$ cat config.mk
export PLATFORM = sky130hd
export DESIGN_NAME = corr_bpred
export DESIGN_NICKNAME = d
export VERILOG_FILES = /design/src/rtl/bp_pkg.sv /design/src/rtl/bp_ghr.sv /design/src/rtl/bp_index.sv /design/src/rtl/bp_pht.sv /design/src/rtl/corr_bpred.sv
export SDC_FILE = /design/constraint.sdc
export NUM_CORES = 1
export LEC_CHECK = 0
export BUFFER_PORTS_ARGS = -buffer_cell sky130_fd_sc_hd__buf_4
export CORE_MARGIN = 2
export CORE_UTILIZATION = 50
export DETAILED_ROUTE_END_ITERATION = 6
export GPL_TIMING_DRIVEN = 0
export PLACE_DENSITY = 0.72
export SLEW_MARGIN = 10
export SYNTH_ARGS = -nofsm -noshare
export SYNTH_HDL_FRONTEND = slang
export SYNTH_SLANG_ARGS = --single-unit
$ cat constraint.sdc
create_clock -name clk -period 3.02 [get_ports clk]
set_clock_uncertainty 0.2 [all_clocks]
set_input_delay 0.302 -clock clk [delete_from_list [all_inputs] [get_ports clk]]
set_output_delay 0.302 -clock clk [all_outputs]
set_load 0.01 [all_outputs]
$ cat src/rtl/bp_pkg.sv
// Shared definitions for the correlating direction predictor.
// Assumes PCs are byte addresses of 4-byte aligned instructions.
package bp_pkg;
    // Lowest PC bit that takes part in indexing (skips the byte offset).
    localparam int PC_IDX_LSB = 2;

    // How history and address bits are combined into a table index.
    typedef enum logic {
        IDX_CONCAT = 1'b0,
        IDX_HASH   = 1'b1
    } idx_mode_e;
endpackage

$ cat src/rtl/bp_ghr.sv
// Global outcome history register.
// Shifts in one resolved outcome per valid update, newest at bit 0.
// Assumes HIST_W >= 1.
module bp_ghr #(
    parameter int HIST_W = 2
) (
    input  logic              clk,
    input  logic              rst_n,
    input  logic              shift_en,
    input  logic              outcome,
    output logic [HIST_W-1:0] hist
);
    logic [HIST_W:0] widened;

    // Append the new outcome below the existing history bits.
    always_comb widened = {hist, outcome};

    // Hold or shift the history; clear on reset.
    always_ff @(posedge clk) begin
        if (!rst_n)        hist <= '0;
        else if (shift_en) hist <= widened[HIST_W-1:0];
    end
endmodule

$ cat src/rtl/bp_index.sv
// Table index former.
// Picks between concatenation and XOR hashing of history and PC bits.
// Assumes IDX_W matches the chosen mode (HIST_W+ADDR_W or HIST_W).
module bp_index
    import bp_pkg::*;
#(
    parameter int        HIST_W   = 2,
    parameter int        ADDR_W   = 4,
    parameter int        PC_W     = 32,
    parameter idx_mode_e IDX_MODE = IDX_CONCAT,
    parameter int        IDX_W    = HIST_W + ADDR_W
) (
    input  logic [PC_W-1:0]   pc,
    input  logic [HIST_W-1:0] hist,
    output logic [IDX_W-1:0]  idx
);
    generate
        if (IDX_MODE == IDX_HASH) begin : g_hash
            // Fold history onto an equal-width slice of the PC.
            always_comb idx = hist ^ pc[PC_IDX_LSB +: HIST_W];
        end else begin : g_concat
            // History selects the upper half, address the lower.
            always_comb idx = {hist, pc[PC_IDX_LSB +: ADDR_W]};
        end
    endgenerate
endmodule

$ cat src/rtl/bp_pht.sv
// Pattern table of saturating up/down counters.
// One combinational read port for lookup, one read-modify-write port
// for training. Assumes CTR_W >= 1; the update takes effect at the edge.
module bp_pht #(
    parameter int IDX_W = 6,
    parameter int CTR_W = 2
) (
    input  logic             clk,
    input  logic             rst_n,
    input  logic [IDX_W-1:0] rd_idx,
    output logic [CTR_W-1:0] rd_ctr,
    output logic             rd_taken,
    input  logic             wr_en,
    input  logic [IDX_W-1:0] wr_idx,
    input  logic             wr_taken,
    output logic [CTR_W-1:0] wr_old,
    output logic [CTR_W-1:0] wr_new
);
    localparam int              DEPTH   = 1 << IDX_W;
    localparam logic [CTR_W-1:0] CTR_MAX = {CTR_W{1'b1}};
    localparam logic [CTR_W-1:0] CTR_MID = CTR_MAX >> 1;

    logic [CTR_W-1:0] ctr_q [DEPTH];

    // Lookup read; the direction is the counter's top bit.
    always_comb begin
        rd_ctr   = ctr_q[rd_idx];
        rd_taken = rd_ctr[CTR_W-1];
    end

    // Saturating next value for the entry being trained.
    always_comb begin
        wr_old = ctr_q[wr_idx];
        if (wr_taken) wr_new = (wr_old == CTR_MAX) ? wr_old : wr_old + 1'b1;
        else          wr_new = (wr_old == '0)      ? wr_old : wr_old - 1'b1;
    end

    // Store counters; reset all to weakly not taken.
    always_ff @(posedge clk) begin
        if (!rst_n) begin
            for (int i = 0; i < DEPTH; i++) ctr_q[i] <= CTR_MID;
        end else if (wr_en) begin
            ctr_q[wr_idx] <= wr_new;
        end
    end
endmodule

$ cat src/rtl/corr_bpred.sv
// Global-history correlating branch direction predictor (top).
// Lookup is combinational from lk_pc; training and history shift happen
// at the clock edge when up_valid is high. The caller returns the
// lk_hist value seen at lookup as up_hist.
module corr_bpred
    import bp_pkg::*;
#(
    parameter int        HIST_W   = 2,
    parameter int        ADDR_W   = 4,
    parameter int        CTR_W    = 2,
    parameter int        PC_W     = 32,
    parameter idx_mode_e IDX_MODE = IDX_CONCAT
) (
    input  logic              clk,
    input  logic              rst_n,
    input  logic [PC_W-1:0]   lk_pc,
    output logic              lk_taken,
    output logic [HIST_W-1:0] lk_hist,
    input  logic              up_valid,
    input  logic [PC_W-1:0]   up_pc,
    input  logic              up_taken,
    input  logic [HIST_W-1:0] up_hist
);
    localparam int IDX_W = (IDX_MODE == IDX_HASH) ? HIST_W : HIST_W + ADDR_W;

    logic [IDX_W-1:0] lk_idx;
    logic [IDX_W-1:0] up_idx;
    logic [CTR_W-1:0] lk_ctr;
    logic [CTR_W-1:0] upd_old;
    logic [CTR_W-1:0] upd_new;

    bp_ghr #(.HIST_W(HIST_W)) u_ghr (
        .clk      (clk),
        .rst_n    (rst_n),
        .shift_en (up_valid),
        .outcome  (up_taken),
        .hist     (lk_hist)
    );

    bp_index #(
        .HIST_W(HIST_W), .ADDR_W(ADDR_W), .PC_W(PC_W),
        .IDX_MODE(IDX_MODE), .IDX_W(IDX_W)
    ) u_lk_idx (
        .pc   (lk_pc),
        .hist (lk_hist),
        .idx  (lk_idx)
    );

    bp_index #(
        .HIST_W(HIST_W), .ADDR_W(ADDR_W), .PC_W(PC_W),
        .IDX_MODE(IDX_MODE), .IDX_W(IDX_W)
    ) u_up_idx (
        .pc   (up_pc),
        .hist (up_hist),
        .idx  (up_idx)
    );

    bp_pht #(.IDX_W(IDX_W), .CTR_W(CTR_W)) u_pht (
        .clk      (clk),
        .rst_n    (rst_n),
        .rd_idx   (lk_idx),
        .rd_ctr   (lk_ctr),
        .rd_taken (lk_taken),
        .wr_en    (up_valid),
        .wr_idx   (up_idx),
        .wr_taken (up_taken),
        .wr_old   (upd_old),
        .wr_new   (upd_new)
    );
endmodule

Yosys cells after proc, flatten, opt, wreduce, memory -nomap -nowiden
Memories as Yosys holds them, arrays and structs flattened.
Index checks and enable logic that the tools add are counted.
W data, S select, Z words.
{"block": "op_classes", "add_sub_neg": 2, "n_eq_ne": 1, "mux": 10, "n_reduce_logical": 2}
{"cell": "$mux W2", "count": 4}
{"cell": "$mux W6", "count": 1}
{"cell": "$mux W1", "count": 5}
{"cell": "$add A2 B1 Y2 const B", "count": 1}
{"cell": "$eq A2 B2 Y1 const B", "count": 1}
{"cell": "$logic_not A2 Y1", "count": 1}
{"cell": "$reduce_or A2 Y1", "count": 1}
{"cell": "$sub A2 B1 Y2 const B", "count": 1}
{"block": "totals", "ff_bits": 2, "ramBits": 128, "in_bits": 70, "output_inout_bits": 3, "wordCells": 17, "mem_count": 1}
{"name": "u_pht.ctr_q", "words": 64, "word_bits": 2, "rd": 2, "rd_ports_with_merged_regs": 0, "wr": 64, "line_no": "bp_pht.sv:23", "rtl": "logic [CTR_W-1:0] ctr_q [DEPTH];"}

Logic depth before layout (Yosys ltp)
Gate-level depths: netlist of run 1.
{"block": "depth", "word_depth": 5, "ltp_mapped": 12, "mapped_depth_nobuf": 7}

Cells and area by module
A second synthesis of run 1 with hierarchy kept.
{"block": "hier_totals", "cells_unflattened": 676, "hier_area_um2": 7696.1}
{"mod": "bp_pht", "n_inst": 1, "cells_each": 658, "area_each_um2": 7533.5, "seq_area_each_um2": 3843.7}
{"mod": "bp_index", "n_inst": 2, "cells_each": 6, "area_each_um2": 45.0, "seq_area_each_um2": 0.0}
{"mod": "bp_ghr", "n_inst": 1, "cells_each": 6, "area_each_um2": 72.6, "seq_area_each_um2": 40.0}

Worst setup path after synthesis of run 1
Ideal clock, no wire load.
{"block": "synth_path", "path_kind": "input to output", "from": "input port lk_pc[2]", "to": "output port lk_taken", "t_arrival_ns": 2.742, "required_time_ns": 2.518, "path_slack_ns": -0.224, "path_stages": 5, "path_buffers": 2, "cell_sequence": "clkbuf_1 > buf_1 > mux4_2 > mux4_2 > mux4_2"}
{"block": "synth_via", "elab_chain_len": 1}
{"element": "start, declared", "line_no": "corr_bpred.sv:16", "rtl": "input logic [PC_W-1:0] lk_pc,"}
{"element": "$mem_v2 Z64 W2"}
{"element": "end, declared", "line_no": "corr_bpred.sv:17", "rtl": "output logic lk_taken,"}
No other way between the ends.

==> results.py, run 1 <==
metrics = {
    "yosys": {
        "synth_top_cell_area_share_pct": 53.9,
        "synth-simple-area-share_pct": 19.9,
        "synth_warnings": 0,
        "synth_edf_count": 128,
        "ys_async_sr_fraction_pct": 0,
        "yosysMostFrequentCell": "edfxtp_1",
        "syn_area_um2": 7130,
        "synth_xor_area_share_pct": 0,
        "synth_top_flop_cell": "edfxtp_1",
        "ys_types": 51,
        "synth_seq_cells": 130,
        "synth_top_area_cell": "edfxtp_1",
        "syn-num-nets": 688,
        "synth_top_family_by_area": "simple AND/OR/NAND/NOR gates",
        "yosys.area_share.adder_pct": 0.298,
        "synth_compound_area_share_pct": 6.93,
        "synth.area.mux_share_pct": 13.8,
        "synthCells": 618,
        "synth_common_cells": "128 x edfxtp_1, 102 x nand2_1, 62 x nor2_1, 52 x nand3_1, 37 x clkbuf_1",
        "synth_area_leaders": "edfxtp_1 54%, mux4_2 9.2%, nand2_1 5.4%",
        "ys_seq_area_share_pct": 54.5,
        "avgSynthCellArea_um2": 11.5,
    },
    "route": {
        "wl_per_cell_um": 28.1,
        "highest_layer": "met4",
        "vias_per_cell": 6.84,
        "wl_um": 23700,
        "drt_pass1_iterations": 6,
        "dr_wl_met2_um": 10900,
        "wl_met1_um": 8480,
        "ant_nets": 0,
        "drt_iter0_markers": 1178,
        "wl_met3_um": 2990,
        "drc": 0,
        "vias": 5765,
    },
    "die": {
        "num_io_pins": 73,
        "die_area_um2": 15200,
        "coreArea_um2": 13900,
        "rows": 43,
        "start_util_pct": 51.4,
        "dieWidth_um": 123,
        "die_h_um": 123,
    },
    "cts": {
        "cts_max_level": 4,
        "cts.clk_slew.worst_paths_ps": 60,
        "clock-sinks": 130,
        "cts.path.max_buffers": 2,
        "cts_buffers": 17,
        "clock_latency_ps": 430,
        "clockRootBuffer": "clkbuf_16",
        "cts_tree": "yes",
    },
    "outcome": {
        "status": "complete, but fails checks",
        "violations": "setup timing",
    },
    "timing": {
        "rsz0062_at_grt": "yes",
        "tns_ps": -1480,
        "max_freq_ghz": 0.326,
        "finalCritPeriodShare_pct": 102,
        "post-route-min-period_ps": 3070,
        "slew_headroom_pct": 5.59,
        "worst_pin_slew_ps": 1410,
        "setup_slack_ps": -50.4,
        "slew_violations": 0,
        "finalSetupViolCount": 62,
        "hold_viol": 0,
    },
    "global_routing": {
        "grt_usage_pct": 32.4,
        "grt_pass1_wl_um": 33900,
        "antenna_found_initial": 0,
        "grt_overflow": 0,
        "grt_pass1_vias": 5572,
        "grt_max_degree": 17,
    },
    "setup_path": {
        "crit_start": "u_pht.ctr_q[2][0]",
        "startpoint_type": "flip-flop",
        "path_class": "flip-flop to flip-flop",
        "critPathCaptureType": "flip-flop",
        "timing.rr.start": "u_pht.ctr_q[2][0]",
        "required_ps": 3100,
        "worstPathMaxFanout": 10,
        "arrival_ps": 3150,
    },
    "placement": {
        "gp_congestion": 0.993,
        "dp_hpwl_um": 16200,
        "dp_slack_ps": -1050,
        "numPortBuffers": 12,
        "dpl_cell_area_um2": 7460,
    },
    "worst_hold_path": {
        "holdCritPathClass": "primary input to flip-flop",
        "min_from": "up_valid",
    },
    "flow_run": {
        "cap_viol_max_count": 0,
    },
    "final_layout": {
        "nets": 722,
        "area.growth.synth_to_final_pct": 15.1,
        "drive_gt1_share_pct": 24.1,
        "antennaDiodeCount": 0,
        "stdcell_area_um2": 8200,
    },
    "power_and_ir_drop": {
        "leakagePower_nw": 2.62,
        "peakVddDrop_mv": 0.418,
        "power_per_cell_area_nw_per_um2": 564,
    },
}
==> registers in the layout, summed over array words and instances (netlist names) <==
register     count
u_ghr.hist       2
u_pht.ctr_q    128
==> logic make-up (layout without fill, tap and decap cells) <==
logic type / count (synthesis) / after routing
buffers and inverters: 66 / 111
AOI/OAI and AO/OA: 69 / 69
adders and majority gates: 2 / 2
and+or+nand+nor: 291 / 291
DFF: 130 / 130
muxes: 60 / 60
==> cells in the final DEF, fill, tap and decap left out, drive strengths merged, types with 4 or more instances in the layout <==
| cell | n |
|---|---|
| nor3 | 23 |
| o21ai | 22 |
| nor2b | 7 |
| a221oi | 10 |
| buf | 43 |
| a22oi | 12 |
| mux2 | 14 |
| clkinv | 8 |
| edfxtp | 128 |
| mux2i | 17 |
| or2 | 5 |
| nand2 | 102 |
| nor2 | 62 |
| clkbuf | 55 |
| a22o | 4 |
| mux4 | 29 |
| nand3 | 73 |
==> stage by stage <==
step           power, W  instances  hold WS, ps  util, %
2_1_floorplan   0.00244        618          272        -
3_3_place_gp    0.00263        810          341     53.6
3_5_place_dp    0.00264        811          368     53.7
4_1_cts         0.00455        841          130     58.3
5_1_grt         0.00469        843          170     59.1
6_report        0.00462        843          135     59.1
==> power breakdown <==
group | switching (W) | internal (W)
logic | 0.000415 | 0.000239
clock network | 0.000744 | 0.00118
registers | 0.0000251 | 0.00202
==> what timing repair did <==
action | CTS | global route
hold endpoints to repair | 1 | 0
endpoints found under the setup margin | 151 | 133
buffers inserted | 0 | 4
hold buffers | 1 | 0
pin swaps | 2 | 1
gates resized for setup | 36 | 31
==> metal layers <==
metal	vias up	track usage [%]
li1	2391	-
met1	2800	41.4
met2	478	49.5
met3	96	8.58
met4	0	19.2
met5	-	0
==> critical path: stages, from the launching register on <==
cell and delay, ps:
edfxtp_1 390, mux4_2 450, mux2i_1 200, nor2_1 70, a211o_1 310, or4_1 550
maj3_2 330, buf_12 170, buf_8 150, nand3_1 100
==> cell type report <==
| cell class | instances | area [um^2] |
|---|---|---|
| Clock buffer | 20 | 437 |
| Sequential cell | 130 | 3880 |
| Buffer | 61 | 432 |
| Multi-Input combinational cell | 422 | 2980 |
| Timing Repair Buffer | 18 | 141 |
| Clock inverter | 10 | 93.8 |
| Inverter | 2 | 11.3 |
| Fill cell | 1110 | 5680 |
| Tap cell | 180 | 225 |
==> final timing paths <==
path	depth (start not counted)	slack [ps]	endpoint
setup / recovery	9	-50	u_pht.ctr_q[51][0]
hold / removal	3	130	u_ghr.hist[0]
setup reg to reg	9	-50	u_pht.ctr_q[51][0]
hold reg to reg	2	380	u_ghr.hist[0]
Note: power is estimated with default switching activity, not from simulation.
==> inputs of run 2 (changes only) <==
--- a/config.mk
+++ b/config.mk
@@ -6,11 +6,11 @@
 export NUM_CORES = 1
 export LEC_CHECK = 0
 export BUFFER_PORTS_ARGS = -buffer_cell sky130_fd_sc_hd__buf_4
+export CORE_ASPECT_RATIO = 1.4
 export CORE_MARGIN = 2
-export CORE_UTILIZATION = 50
+export CORE_UTILIZATION = 40
 export DETAILED_ROUTE_END_ITERATION = 6
 export GPL_TIMING_DRIVEN = 0
-export PLACE_DENSITY = 0.72
 export SLEW_MARGIN = 10
 export SYNTH_ARGS = -nofsm -noshare
 export SYNTH_HDL_FRONTEND = slang
==> constraint.sdc (replaced) <==
create_clock -name clk -period 2.78 [get_ports clk]
set_clock_uncertainty 0.2 [all_clocks]
set_input_delay 0.278 -clock clk [delete_from_list [all_inputs] [get_ports clk]]
set_output_delay 0.278 -clock clk [all_outputs]
set_load 0.01 [all_outputs]
==> run 2 against run 1 <==
  * The flow finishes with violations (DRC, setup timing)
  * Flip-flop and latch count unchanged
  * Largest power group unchanged
  * Sequential power is 9% higher
  * Critical endpoint is now u_pht.ctr_q[34][1]
  * Fmax grew 0.26%
  * Hold slack got worse by 18 ps
==> results.py, run 2 (synthesized netlist as in run 1, its figures left out) <==
metrics = {
    "die": {
        "die_h_um": 162,
        "coreArea_um2": 17400,
        "start_util_pct": 41.0,
        "rows": 57,
        "die_area_um2": 18900,
        "num_io_pins": 73,
        "dieWidth_um": 117,
    },
    "route": {
        "wl_per_cell_um": 27.7,
        "drt_iter0_markers": 607,
        "vias": 5872,
        "wl_um": 25400,
        "ant_nets": 0,
        "vias_per_cell": 6.40,
        "drc": 1,
        "drt_pass1_iterations": 7,
    },
    "timing": {
        "max_freq_ghz": 0.327,
        "rsz0062_at_grt": "yes",
        "setup_slack_ps": -283,
        "finalCritPeriodShare_pct": 110,
        "slew_headroom_pct": 39.4,
        "worst_pin_slew_ps": 908,
        "post-route-min-period_ps": 3060,
        "slew_violations": 0,
        "timing.hold.ws_ps": 117,
        "hold_viol": 0,
        "finalSetupViolCount": 129,
    },
    "setup_path": {
        "critPathCaptureType": "flip-flop",
        "path_class": "flip-flop to flip-flop",
        "ff2ff_path_depth": 10,
        "startpoint_type": "flip-flop",
        "arrival_ps": 3040,
        "worstPathMaxFanout": 5,
        "timing.rr.end": "u_pht.ctr_q[34][1]",
        "timing.reg2reg.setup_slack_ps": -280,
        "timing.rr.start": "u_pht.ctr_q[7][0]",
        "required_ps": 2760,
    },
    "global_routing": {
        "antenna_found_initial": 0,
        "grt_overflow": 0,
        "grt_usage_pct": 27.2,
        "grt_pass1_vias": 5844,
        "grt_pass1_wl_um": 36400,
        "grt_max_degree": 17,
    },
    "final_layout": {
        "nets": 738,
        "drive_gt1_share_pct": 41.0,
        "top_regs": "u_pht.ctr_q: 128 flops, u_ghr.hist: 2 flops",
        "largest_reg_flops": 128,
        "nFillCells": 1504,
        "antennaDiodeCount": 0,
        "top_register": "u_pht.ctr_q",
        "area.growth.synth_to_final_pct": 28.5,
        "layout_commonest_cell": "edfxtp_1",
        "final_cell_mix": "128 x edfxtp_1, 101 x nand2_1, 50 x nand3_2",
    },
    "cts": {
        "clockRootBuffer": "clkbuf_16",
        "cts.clk_slew.worst_paths_ps": 60,
        "cts_buffers": 17,
        "cts_tree": "yes",
        "cts.path.max_buffers": 2,
        "clock_latency_ps": 430,
        "clock-sinks": 130,
        "cts_max_level": 4,
    },
    "worst_hold_path": {
        "holdCritPathClass": "primary input to flip-flop",
        "min_from": "up_valid",
        "min_path_cells": 3,
        "hold_end": "u_ghr.hist[0]",
    },
    "flow_run": {
        "cap_viol_max_count": 0,
    },
    "power_and_ir_drop": {
        "power_per_cell_area_nw_per_um2": 592,
        "total_power_w": 0.00542,
        "peakVddDrop_mv": 0.453,
        "leakagePower_nw": 2.85,
    },
    "placement": {
        "gp_congestion": 1.02,
        "numPortBuffers": 12,
        "dp_hpwl_um": 16900,
    },
    "outcome": {
        "status": "complete, but fails checks",
        "violations": "DRC, setup timing",
    },
}
[run 2: cell types whose count changed in the layout (fill, tap and decap cells not counted), sizes merged]
| cell | change |
|---|---|
| buf | +14 |
| clkinvlp | +3 |
| inv | +1 |
[run 2: metrics by stage]
stage          utilization (%)  instance area [um^2]  setup TNS [ps]  std cells  setup slack, ps
2_1_floorplan                -                  7210           -1180        618            -28.1
3_3_place_gp              43.7                  7600         -177180        866            -1650
3_5_place_dp              43.7                  7600         -172940        866            -1250
4_1_cts                   50.9                  8860          -23110        914             -229
5_1_grt                   52.6                  9160          -35320        917             -351
6_report                  52.6                  9160          -28070        917             -283
[run 2: timing repair]
item | 4_1_cts | 5_1_grt
pin swaps | 4 | 2
buffers inserted | 10 | 8
resized for setup | 119 | 86
endpoints found under the setup margin | 177 | 167
hold buffers | 1 | 0
cloned | 6 | 2
hold endpoints to repair | 1 | 0
[run 2: power by group]
part | internal, W | switching (W) | total [W]
combinational | 0.000411 | 0.000585 | 0.000995
sequential | 0.00219 | 0.0000287 | 0.00222
clock | 0.00131 | 0.000894 | 0.00221
total | 0.00391 | 0.00151 | 0.00542
[run 2: worst max-delay path by stage]
stage	start	slack [ps]	endpoint
5_1_grt	u_pht.ctr_q[6][0]	-350	u_pht.ctr_q[15][0]
4_1_cts	u_pht.ctr_q[30][0]	-230	u_pht.ctr_q[39][0]
3_3_place_gp	up_pc[2]	-1650	u_pht.ctr_q[45][0]
3_5_place_dp	up_pc[2]	-1250	u_pht.ctr_q[13][0]
6_report	u_pht.ctr_q[7][0]	-280	u_pht.ctr_q[34][1]
2_1_floorplan	up_pc[3]	-30	u_pht.ctr_q[56][0]
[run 2: final cells by class]
| class | count | area, um^2 | area share, % |
|---|---|---|---|
| Sequential cell | 130 | 3880 | 42.4 |
| Tap cell | 236 | 295 | 3.22 |
| Inverter | 2 | 7.51 | 0.0820 |
| Clock inverter | 14 | 140 | 1.53 |
| Buffer | 60 | 483 | 5.27 |
| Timing Repair Buffer | 35 | 432 | 4.71 |
| Clock buffer | 18 | 429 | 4.69 |
| Multi-Input combinational cell | 422 | 3490 | 38.1 |
[run 2: worst max-delay path, cell delays in order (launching register included)]
cell and delay [ps]:
edfxtp_1 360, mux4_2 470, mux2i_1 190, nor2_1 70
a211o_1 350, nor4_2 340, maj3_2 360, clkbuf_16 180
buf_12 110, buf_12 140, nor2_4 30
[run 2: metal layers]
metal	part of all wire (%)	global-route usage (%)	vias up
met2	49	44.0	413
met1	35	32.2	2902
met3	8.8	5.60	136
met4	7.6	18.0	0
met5	0	0	-
li1	-	-	2421
==> inputs of run 3 (changes only) <==
--- a/config.mk
+++ b/config.mk
@@ -11,6 +11,7 @@
 export CORE_UTILIZATION = 40
 export DETAILED_ROUTE_END_ITERATION = 6
 export GPL_TIMING_DRIVEN = 0
+export RECOVER_POWER = 25
 export SLEW_MARGIN = 10
 export SYNTH_ARGS = -nofsm -noshare
 export SYNTH_HDL_FRONTEND = slang
==> run 3 against run 2 <==
  * The flow still finishes with violations (DRC, setup timing)
  * Via count about the same
  * First-iteration DRC count grew 8.4%
  * Count of clock-buffer cells in the layout did not move
  * Die area unchanged
  * Combinational power down 0.5%
==> results.py, run 3 (synthesized netlist as in run 1, its figures left out) <==
metrics = {
    "final_layout": {
        "top_register": "u_pht.ctr_q",
        "drive_gt1_share_pct": 40.2,
        "largest_reg_flops": 128,
        "antennaDiodeCount": 0,
        "nets": 738,
        "final_cell_mix": "128 x edfxtp_1, 101 x nand2_1, 50 x nand3_2",
        "area.growth.synth_to_final_pct": 28.1,
        "layout_commonest_cell": "edfxtp_1",
        "top_regs": "u_pht.ctr_q: 128 flops, u_ghr.hist: 2 flops",
    },
    "setup_path": {
        "startpoint_type": "primary input",
        "arrival_ps": 3170,
        "crit_start": "up_pc[4]",
        "worstPathMaxFanout": 10,
        "timing.reg2reg.setup_slack_ps": -280,
        "timing.rr.start": "u_pht.ctr_q[7][0]",
        "critPathCaptureType": "flip-flop",
        "ff2ff_path_depth": 9,
        "path_class": "primary input to flip-flop",
        "required_ps": 2860,
        "timing.rr.end": "u_pht.ctr_q[15][0]",
    },
    "timing": {
        "tns_ps": -31240,
        "rsz0062_at_grt": "yes",
        "setup_slack_ps": -305,
        "hold_viol": 0,
        "max_freq_ghz": 0.324,
        "timing.hold.ws_ps": 116,
        "finalCritPeriodShare_pct": 111,
        "post-route-min-period_ps": 3080,
        "finalSetupViolCount": 143,
        "worst_pin_slew_ps": 890,
        "slew_headroom_pct": 40.6,
        "slew_violations": 0,
    },
    "cts": {
        "clock_latency_ps": 430,
        "clockRootBuffer": "clkbuf_16",
        "cts_max_level": 4,
        "cts_buffers": 17,
        "cts_tree": "yes",
        "cts.clk_slew.worst_paths_ps": 60,
        "cts.path.max_buffers": 2,
        "clock-sinks": 130,
    },
    "route": {
        "wl_um": 25400,
        "vias": 5871,
        "drt_iter0_markers": 658,
        "drt_pass1_iterations": 7,
        "vias_per_cell": 6.40,
        "wl_per_cell_um": 27.7,
        "ant_nets": 0,
        "drc": 1,
    },
    "power_and_ir_drop": {
        "leakagePower_nw": 2.83,
        "power_per_cell_area_nw_per_um2": 593,
        "peakVddDrop_mv": 0.452,
    },
    "flow_run": {
        "cap_viol_max_count": 0,
    },
    "die": {
        "die_h_um": 162,
        "dieWidth_um": 117,
        "die_area_um2": 18900,
        "num_io_pins": 73,
        "coreArea_um2": 17400,
        "start_util_pct": 41.0,
        "rows": 57,
    },
    "worst_hold_path": {
        "min_path_cells": 3,
        "min_from": "up_valid",
        "holdCritPathClass": "primary input to flip-flop",
        "hold_end": "u_ghr.hist[1]",
    },
    "placement": {
        "gp_congestion": 1.02,
        "dp_slack_ps": -1250,
        "dp_hpwl_um": 16900,
        "numPortBuffers": 12,
    },
    "global_routing": {
        "grt_overflow": 0,
        "grt_usage_pct": 27.2,
        "antenna_found_initial": 0,
        "grt_pass1_wl_um": 36400,
        "grt_pass1_vias": 5844,
        "grt_max_degree": 17,
    },
    "outcome": {
        "status": "complete, but fails checks",
        "violations": "DRC, setup timing",
    },
}
## run 3: worst max-delay path, stage by stage
cell and delay, ps:
buf_4 90, buf_4 230, clkinv_1 410, a221oi_1 380, o21ai_1 110, a211o_1 370, or4_1 530, maj3_2 340
buf_12 170, buf_12 150, nand3_1 80
## run 3: worst max-delay path by stage
stage,cells past startpoint,slack (ps),endpoint
detailed placement,8,-1250,u_pht.ctr_q[13][0]
CTS,9,-230,u_pht.ctr_q[39][0]
finish,11,-300,u_pht.ctr_q[15][0]
global route,9,-350,u_pht.ctr_q[15][0]
global placement,8,-1650,u_pht.ctr_q[45][0]
floorplan,10,-30,u_pht.ctr_q[56][0]
## run 3: repair_timing
item | in CTS | in global routing
hold buffers | 1 | 0
endpoints found under the setup margin | 177 | 167
endpoints found under the hold margin | 1 | 0
pin swaps | 4 | 2
resized for setup | 119 | 86
cloned | 6 | 2
buffers inserted | 10 | 8
## run 3: layout make-up
cell class / instances / area (um^2)
buffer: 60 / 483
clock buffer: 18 / 429
clock inverter: 14 / 140
fill: 1512 / 8270
inverter: 2 / 7.51
multi-input combinational: 422 / 3470
sequential: 130 / 3880
tap: 236 / 295
timing repair buffer: 35 / 420
## run 3: per-stage QoR
| step | instance area, um^2 | power [W] | util (%) | std cells |
|---|---|---|---|---|
| floorplan | 7210 | 0.00266 | - | 618 |
| global placement | 7600 | 0.00289 | 43.7 | 866 |
| detailed placement | 7600 | 0.00289 | 43.7 | 866 |
| CTS | 8860 | 0.00536 | 50.9 | 914 |
| global route | 9130 | 0.00551 | 52.5 | 917 |
| finish | 9130 | 0.00542 | 52.5 | 917 |
## run 3: per-layer routing
metal | GRT usage (%) | wire length, um | part of all wire (%) | vias to the layer above
met1 | 32.2 | 8990 | 35 | 2889
met2 | 44.0 | 12500 | 49 | 423
met5 | 0 | 0 | 0 | -
li1 | - | - | - | 2427
met3 | 5.60 | 2140 | 8.4 | 132
met4 | 18.0 | 1750 | 6.9 | 0
## run 3: report_power, final
| group | leakage, nW | switching, W | internal [W] |
|---|---|---|---|
| clock | 0.270 | 0.000895 | 0.00131 |
| combinational | 1.42 | 0.000582 | 0.000409 |
| sequential | 1.14 | 0.0000287 | 0.00219 |
| total | 2.83 | 0.00151 | 0.00391 |
